`src/rtl/btn_debounce_pkg.sv`:
```
package btn_debounce_pkg;

    typedef enum logic [1:0] {
        ST_IDLE     = 2'd0,
        ST_CAND_ON  = 2'd1,
        ST_HELD     = 2'd2,
        ST_CAND_OFF = 2'd3
    } db_state_e;

endpackage

```
`src/rtl/btn_tick_gen.sv`:
```
module btn_tick_gen #(
    parameter int CLK_PER_TICK = 125000
) (
    input  logic clk,
    input  logic rst,
    output logic tick
);
    generate
        if (CLK_PER_TICK <= 1) begin : g_every
            assign tick = 1'b1;
        end else begin : g_div
            localparam int CW = $clog2(CLK_PER_TICK);
            localparam logic [CW-1:0] LAST = CW'(CLK_PER_TICK - 1);

            logic [CW-1:0] cnt_d, cnt_q;

            always_comb begin
                cnt_d = (cnt_q == LAST) ? '0 : cnt_q + 1'b1;
            end

            always_ff @(posedge clk) begin
                if (rst) cnt_q <= '0;
                else     cnt_q <= cnt_d;
            end

            assign tick = (cnt_q == LAST);
        end
    endgenerate
endmodule

```
`src/rtl/btn_sync.sv`:
```
module btn_sync #(
    parameter int STAGES = 2
) (
    input  logic clk,
    input  logic rst,
    input  logic din,
    output logic dout
);
    logic [STAGES-1:0] sh_d, sh_q;

    generate
        if (STAGES == 1) begin : g_one
            always_comb sh_d = din;
        end else begin : g_many
            always_comb sh_d = {sh_q[STAGES-2:0], din};
        end
    endgenerate

    always_ff @(posedge clk) begin
        if (rst) sh_q <= '0;
        else     sh_q <= sh_d;
    end

    assign dout = sh_q[STAGES-1];
endmodule

```
`src/rtl/btn_db_fsm.sv`:
```
module btn_db_fsm
    import btn_debounce_pkg::*;
#(
    parameter logic [7:0] STABLE_TICKS = 8'd20,
    parameter int         HOLD_TICKS   = 500
) (
    input  logic clk,
    input  logic rst,
    input  logic tick,
    input  logic smp,
    output logic level,
    output logic press_pulse,
    output logic release_pulse,
    output logic long_pulse
);
    localparam logic [7:0] N_EFF    = (STABLE_TICKS == 8'd0) ? 8'd1 : STABLE_TICKS;
    localparam logic [8:0] N_CMP    = {1'b0, N_EFF};
    localparam int         HOLD_EFF = (HOLD_TICKS < 1) ? 1 : HOLD_TICKS;
    localparam int         HW       = $clog2(HOLD_EFF + 1);
    localparam logic [HW-1:0] HOLD_MAX = HW'(HOLD_EFF);

    typedef struct packed {
        db_state_e     st;
        logic [7:0]    cnt;
        logic [HW-1:0] hold;
        logic          prs;
        logic          rel;
        logic          lng;
    } fsm_t;

    fsm_t r_d, r_q;
    logic [8:0] cnt_inc;

    always_comb begin
        r_d     = r_q;
        r_d.prs = 1'b0;
        r_d.rel = 1'b0;
        r_d.lng = 1'b0;
        cnt_inc = {1'b0, r_q.cnt} + 9'd1;
        if (tick) begin
            unique case (r_q.st)
                ST_IDLE: begin
                    if (smp) begin
                        r_d.st  = ST_CAND_ON;
                        r_d.cnt = '0;
                    end
                end
                ST_CAND_ON: begin
                    if (!smp) begin
                        r_d.st  = ST_IDLE;
                        r_d.cnt = '0;
                    end else if (cnt_inc == N_CMP) begin
                        r_d.st  = ST_HELD;
                        r_d.cnt = '0;
                        r_d.prs = 1'b1;
                    end else begin
                        r_d.cnt = cnt_inc[7:0];
                    end
                end
                ST_HELD: begin
                    if (!smp) begin
                        r_d.st  = ST_CAND_OFF;
                        r_d.cnt = '0;
                    end else if (r_q.hold != HOLD_MAX) begin
                        r_d.hold = r_q.hold + 1'b1;
                        r_d.lng  = (r_q.hold == HOLD_MAX - 1'b1);
                    end
                end
                ST_CAND_OFF: begin
                    if (smp) begin
                        r_d.st  = ST_HELD;
                        r_d.cnt = '0;
                    end else if (cnt_inc == N_CMP) begin
                        r_d.st   = ST_IDLE;
                        r_d.cnt  = '0;
                        r_d.hold = '0;
                        r_d.rel  = 1'b1;
                    end else begin
                        r_d.cnt = cnt_inc[7:0];
                    end
                end
                default: r_d.st = ST_IDLE;
            endcase
        end
    end

    always_ff @(posedge clk) begin
        if (rst) begin
            r_q.st   <= ST_IDLE;
            r_q.cnt  <= '0;
            r_q.hold <= '0;
            r_q.prs  <= 1'b0;
            r_q.rel  <= 1'b0;
            r_q.lng  <= 1'b0;
        end else begin
            r_q <= r_d;
        end
    end

    assign level         = (r_q.st == ST_HELD) || (r_q.st == ST_CAND_OFF);
    assign press_pulse   = r_q.prs;
    assign release_pulse = r_q.rel;
    assign long_pulse    = r_q.lng;
endmodule

```
`src/rtl/btn_debounce.sv`:
```
module btn_debounce #(
    parameter int         CLK_PER_TICK = 125000,
    parameter logic [7:0] STABLE_TICKS = 8'd20,
    parameter int         HOLD_TICKS   = 500
) (
    input  logic clk,
    input  logic rst,
    input  logic btn_raw,
    output logic level,
    output logic press_pulse,
    output logic release_pulse,
    output logic long_pulse
);
    logic tick;
    logic smp;

    btn_tick_gen #(.CLK_PER_TICK(CLK_PER_TICK)) u_tick (
        .clk  (clk),
        .rst  (rst),
        .tick (tick)
    );

    btn_sync #(.STAGES(2)) u_sync (
        .clk  (clk),
        .rst  (rst),
        .din  (btn_raw),
        .dout (smp)
    );

    btn_db_fsm #(
        .STABLE_TICKS (STABLE_TICKS),
        .HOLD_TICKS   (HOLD_TICKS)
    ) u_fsm (
        .clk           (clk),
        .rst           (rst),
        .tick          (tick),
        .smp           (smp),
        .level         (level),
        .press_pulse   (press_pulse),
        .release_pulse (release_pulse),
        .long_pulse    (long_pulse)
    );
endmodule

```
`config.mk`:
```
export PLATFORM = sky130hd
export DESIGN_NAME = btn_debounce
export DESIGN_NICKNAME = d
export VERILOG_FILES = /design/src/rtl/btn_debounce_pkg.sv /design/src/rtl/btn_tick_gen.sv /design/src/rtl/btn_sync.sv /design/src/rtl/btn_db_fsm.sv /design/src/rtl/btn_debounce.sv
export SDC_FILE = /design/constraint.sdc
export NUM_CORES = 1
export LEC_CHECK = 0
export CELL_PAD_IN_SITES_DETAIL_PLACEMENT = 1
export CELL_PAD_IN_SITES_GLOBAL_PLACEMENT = 1
export CORE_MARGIN = 2
export CORE_UTILIZATION = 25
export CTS_CLUSTER_DIAMETER = 100
export CTS_CLUSTER_SIZE = 24
export DETAILED_ROUTE_END_ITERATION = 7
export PLACE_DENSITY = 0.6
export RECOVER_POWER = 25
export SYNTH_ARGS = -nofsm -noshare
export SYNTH_HDL_FRONTEND = slang
export SYNTH_SLANG_ARGS = --single-unit
```
`constraint.sdc`:
```
create_clock -name clk -period 3.1 [get_ports clk]
set_input_delay 0.31 -clock clk [delete_from_list [all_inputs] [get_ports clk]]
set_output_delay 0.31 -clock clk [all_outputs]
set_load 0.03 [all_outputs]
```
==> tab_implementation.tex <==
\begin{tabular}{lr}
\hline
Metric & Value \\
\hline
\multicolumn{2}{l}{\textbf{Global route}} \\
\quad Total Routing Usage GR & roughly an eighth \\
\quad Sum of overflow across all layers after global routing & 0 \\
\quad Number of global-route vias before repair & 1816 \\
\quad Largest net degree at the start of global routing & 24 \\
\quad Antenna violations before repair & 0 \\
\quad Wire length of the first global-routing pass & 8450 um \\
\multicolumn{2}{l}{\textbf{Clocking}} \\
\quad Post-CTS setup buffers & 0 \\
\quad Number of CTS-inserted buffers & 5 \\
\quad Number of levels in the clock H-tree & 2 \\
\quad Number of instances resized during post-cts repair & 0 \\
\quad Clock Root Buffer & sky130\_fd\_sc\_hd\_\_clkbuf\_8 \\
\quad Later-pin clock latency in the skew report & $\sim$0.30 ns \\
\quad Clock tree from TritonCTS & built \\
\quad Clock-pin slew of the registers on the worst-case setup and hold paths & $\sim$0.080 ns \\
\quad Maximum count of clock buffers along a single path & 2 \\
\quad Number of buffers inserted for hold repair after clock tree synthesis & 0 \\
\quad \# clock sinks & 41 \\
\multicolumn{2}{l}{\textbf{Timing}} \\
\quad Time the final worst path needs with I/O delays and setup & 2.81 ns \\
\quad Fin. Hold Viols & 0 \\
\quad Slew at the pin closest to its max-slew limit & 1.03 ns \\
\quad RSZ-0062 raised after global routing & no \\
\quad Hold slack & roughly 0.43 ns \\
\quad Count of endpoints failing setup in the final report & 0 \\
\quad Clock tree skew after final layout & 0.00922 ns \\
\quad Setup Total Neg Slack & 0 ns \\
\quad Period Utilization, post-route & 90.6\% \\
\quad Headroom to the max-slew limit & 31.2\% \\
\quad Fmax & around 360 MHz \\
\quad Final count of pins violating max slew & 0 \\
\multicolumn{2}{l}{\textbf{Drt}} \\
\quad Antenna-violating nets left & 0 \\
\quad DRT iter0 DRCs & 39 \\
\quad Routed length per placed instance & 13.2 um \\
\quad Ratio of routed vias to standard cells & 4.92 \\
\quad Pre-antenna DRT Iters & 4 \\
\quad Number of vias in the routed layout & 1737 \\
\quad DRC violation count after routing & 0 \\
\quad Detailed Route WL & 4640 um \\
\multicolumn{2}{l}{\textbf{Floorplanning}} \\
\quad Die X-Extent & roughly 93 um \\
\quad Core region area & around 7700 um2 \\
\quad Ports placed on the boundary & 7 \\
\quad Die Outline Area & between 8000 and 9000 um2 \\
\quad Effective utilization at floorplan & roughly a quarter \\
\quad Std-Cell Rows & 32 \\
\quad Floorplan die height & just over 90 um \\
\multicolumn{2}{l}{\textbf{Power and ir drop}} \\
\quad VDD IR max & about 0.13 mV \\
\quad Areal power density over the cells & 425 nW/um2 \\
\quad Static leakage & 0.748 nW \\
\multicolumn{2}{l}{\textbf{Cells and area}} \\
\quad Final Core Density & between 20 and 30\% \\
\quad Layout Area Growth over Synthesis & 13.5\% \\
\quad Number of fill cells in the layout & roughly 930 \\
\quad Final Cell Area & roughly 2300 um2 \\
\quad Number of antenna cells inserted & 0 \\
\quad Finished Layout Cells & $\sim$350 \\
\quad Ratio of cells with drive above 1 in the final layout & around 6.4\% \\
\quad Net count, final & approximately 260 \\
\multicolumn{2}{l}{\textbf{Placement}} \\
\quad Port Buffers & 6 \\
\quad Number of placed cells counting well taps & between 300 and 400 \\
\quad Placed inst area & $\sim$2200 um2 \\
\quad Final GP Congestion & 0.745 \\
\quad HPWL after detailed placement & 3360 um \\
\multicolumn{2}{l}{\textbf{Setup path}} \\
\quad Source of the worst register-to-register timing path & u\_tick.g\_div.cnt\_q[3] \\
\quad Worst endpoint required time & between 3 and 4 ns \\
\quad Critical path startpoint category & flop \\
\quad Worst Path Class, Setup & reg2reg \\
\quad Worst R2R End & u\_fsm.r\_q[15] \\
\quad Top fanout value on the critical path & 11 \\
\quad Type of element capturing the critical path & flop \\
\quad Cells on worst reg2reg path & 5 \\
\quad Minimum setup slack among reg-to-reg paths & 0.29 ns \\
\quad Arrival time worst endpoint & 3.04 ns \\
\multicolumn{2}{l}{\textbf{Synthesis}} \\
\quad Netlist area before placement & between 1500 and 2000 um2 \\
\quad Post-Syn Nets & between 200 and 250 \\
\quad Main area contributors after synthesis & sky130\_fd\_sc\_hd\_\_dfxtp\_1, sky130\_fd\_sc\_hd\_\_nor2\_1, sky130\_fd\_sc\_hd\_\_nand2\_1 \\
\quad Number of flops mapped to enable cells by yosys & 0 \\
\quad Async set-or-reset flop fraction in the synthesized netlist & 0\% \\
\quad Number of distinct library cells after synthesis & 44 \\
\quad Flip-flop and latch count after synthesis & 41 \\
\quad Primary FF master, synth & sky130\_fd\_sc\_hd\_\_dfxtp\_1 \\
\quad Synthesized area per cell & approximately 8.2 um2 \\
\quad Fraction of post-synthesis cell area in the top cell type by area & 41.1\% \\
\quad Synth warnings & 0 \\
\quad Number of instances in the synthesized netlist & $\sim$240 \\
\quad Part of the Yosys area used for sequential elements & about 41\% \\
\quad Cell accounting for the most synthesized area & sky130\_fd\_sc\_hd\_\_dfxtp\_1 \\
\multicolumn{2}{l}{\textbf{Status}} \\
\quad Status & completed \\
\multicolumn{2}{l}{\textbf{Min path}} \\
\quad Source of the worst hold timing path & u\_sync.sh\_q[0] \\
\quad Hold Path Depth & 1 \\
\quad Worst hold path endpoint & u\_sync.sh\_q[1] \\
\quad Tightest Hold Check Type & reg2reg \\
\multicolumn{2}{l}{\textbf{Flow run}} \\
\quad Maximum Capacitance Violations & 0 \\
\hline
\end{tabular}
[critical path, cell delays in order (launching register included)]
cell	delay [ns]
sky130_fd_sc_hd__dfxtp_1	0.37
sky130_fd_sc_hd__or4b_1	0.53
sky130_fd_sc_hd__or4_1	0.59
sky130_fd_sc_hd__or3b_1	0.56
sky130_fd_sc_hd__or4b_1	0.55
sky130_fd_sc_hd__a21oi_1	0.14
[logic make-up after synthesis]
| group | Yosys count | share of synthesized area, % |
|---|---|---|
| compound gates | 40 | 12.1 |
| simple gates | 123 | 33.4 |
| flops | 41 | 41.1 |
| xor+xnor | 15 | 6.58 |
| buf+inv | 18 | 3.82 |
| fa+ha+maj | 4 | 2.51 |
| mux | 1 | 0.502 |
[metal layers]
layer	vias up	global-route usage [%]	wire [um]
met5	-	0	0
met4	0	4.53	74
met3	6	2.66	139
met2	16	19.9	2110
met1	832	15.3	2320
li1	883	-	-
[cells in the final DEF (no fill, tap or decap), types with 2 or more instances in the layout]
cell,synthesis,final
sky130_fd_sc_hd__a21oi_1,16,16
sky130_fd_sc_hd__a31oi_1,3,3
sky130_fd_sc_hd__a41oi_1,2,2
sky130_fd_sc_hd__and3_1,7,7
sky130_fd_sc_hd__buf_4,0,2
sky130_fd_sc_hd__clkbuf_8,0,7
sky130_fd_sc_hd__dfxtp_1,41,41
sky130_fd_sc_hd__dlygate4sd3_1,0,5
sky130_fd_sc_hd__ha_1,4,4
sky130_fd_sc_hd__inv_1,9,9
sky130_fd_sc_hd__nand2_1,22,22
sky130_fd_sc_hd__nand3_1,15,15
sky130_fd_sc_hd__nand3b_1,3,3
sky130_fd_sc_hd__nand4_1,5,5
sky130_fd_sc_hd__nor2_1,30,30
sky130_fd_sc_hd__nor2b_1,4,4
sky130_fd_sc_hd__nor3_1,6,6
sky130_fd_sc_hd__nor3b_1,4,4
sky130_fd_sc_hd__nor4_1,7,7
sky130_fd_sc_hd__nor4b_1,3,3
sky130_fd_sc_hd__o21ai_0,9,10
sky130_fd_sc_hd__o31ai_1,3,3
sky130_fd_sc_hd__or2_2,2,2
sky130_fd_sc_hd__or4_1,4,4
sky130_fd_sc_hd__or4b_1,3,3
sky130_fd_sc_hd__xnor2_1,8,8
sky130_fd_sc_hd__xor2_1,7,7
[stage by stage]
step / total power, W / worst slack [ns]
floorplan: 0.000570 / 0.444
global route: 0.00101 / 0.118
global placement: 0.000582 / 0.331
CTS: 0.000984 / 0.280
finish: 0.000964 / 0.290
detailed placement: 0.000583 / 0.292
[synthesized netlist by cell type (2+ instances only)]
cell type                  instances
sky130_fd_sc_hd__dfxtp_1          41
sky130_fd_sc_hd__nor2_1           30
sky130_fd_sc_hd__nand2_1          22
sky130_fd_sc_hd__a21oi_1          16
sky130_fd_sc_hd__nand3_1          15
sky130_fd_sc_hd__inv_1             9
sky130_fd_sc_hd__o21ai_0           9
sky130_fd_sc_hd__xnor2_1           8
sky130_fd_sc_hd__and3_1            7
sky130_fd_sc_hd__nor4_1            7
sky130_fd_sc_hd__xor2_1            7
sky130_fd_sc_hd__clkbuf_1          6
sky130_fd_sc_hd__nor3_1            6
sky130_fd_sc_hd__nand4_1           5
sky130_fd_sc_hd__ha_1              4
sky130_fd_sc_hd__nor2b_1           4
sky130_fd_sc_hd__nor3b_1           4
sky130_fd_sc_hd__or4_1             4
sky130_fd_sc_hd__a31oi_1           3
sky130_fd_sc_hd__nand3b_1          3
sky130_fd_sc_hd__nor4b_1           3
sky130_fd_sc_hd__o31ai_1           3
sky130_fd_sc_hd__or4b_1            3
sky130_fd_sc_hd__a41oi_1           2
sky130_fd_sc_hd__or2_2             2
[worst max-delay path by stage]
| stage | from | to | slack [ns] |
|---|---|---|---|
| finish | u_tick.g_div.cnt_q[3] | u_fsm.r_q[15] | 0.29 |
| global route | u_tick.g_div.cnt_q[3] | u_fsm.r_q[17] | 0.12 |
| CTS | u_tick.g_div.cnt_q[3] | u_fsm.r_q[19] | 0.28 |
| detailed placement | u_tick.g_div.cnt_q[3] | u_fsm.r_q[19] | 0.29 |
| global placement | u_tick.g_div.cnt_q[3] | u_fsm.r_q[17] | 0.33 |
| floorplan | u_tick.g_div.cnt_q[3] | u_fsm.r_q[18] | 0.44 |
[power breakdown]
part	internal, W	switching [W]
clock	0.000201	0.000194
sequential	0.000533	0.00000568
combinational	0.0000104	0.0000192
total	0.000745	0.000219
[layout make-up]
type | instances | area [um2] | share of cell area, %
clock buffer | 7 | 96.3 | 4.25
clock inverter | 1 | 5.00 | 0.221
inverter | 9 | 33.8 | 1.49
multi-input combinational | 183 | 1100 | 48.5
sequential | 41 | 821 | 36.2
tap | 102 | 128 | 5.63
timing repair buffer | 10 | 83.8 | 3.70
[flip-flops by register name (all words and copies together), names as in the netlist, named ones only]
signal / cells
u_fsm.long_pulse: 1
u_fsm.press_pulse: 1
u_fsm.r_q: 18
u_fsm.release_pulse: 1
u_sync.sh_q: 2
u_tick.g_div.cnt_q: 17
No activity file was read; power rests on OpenSTA's default activity.
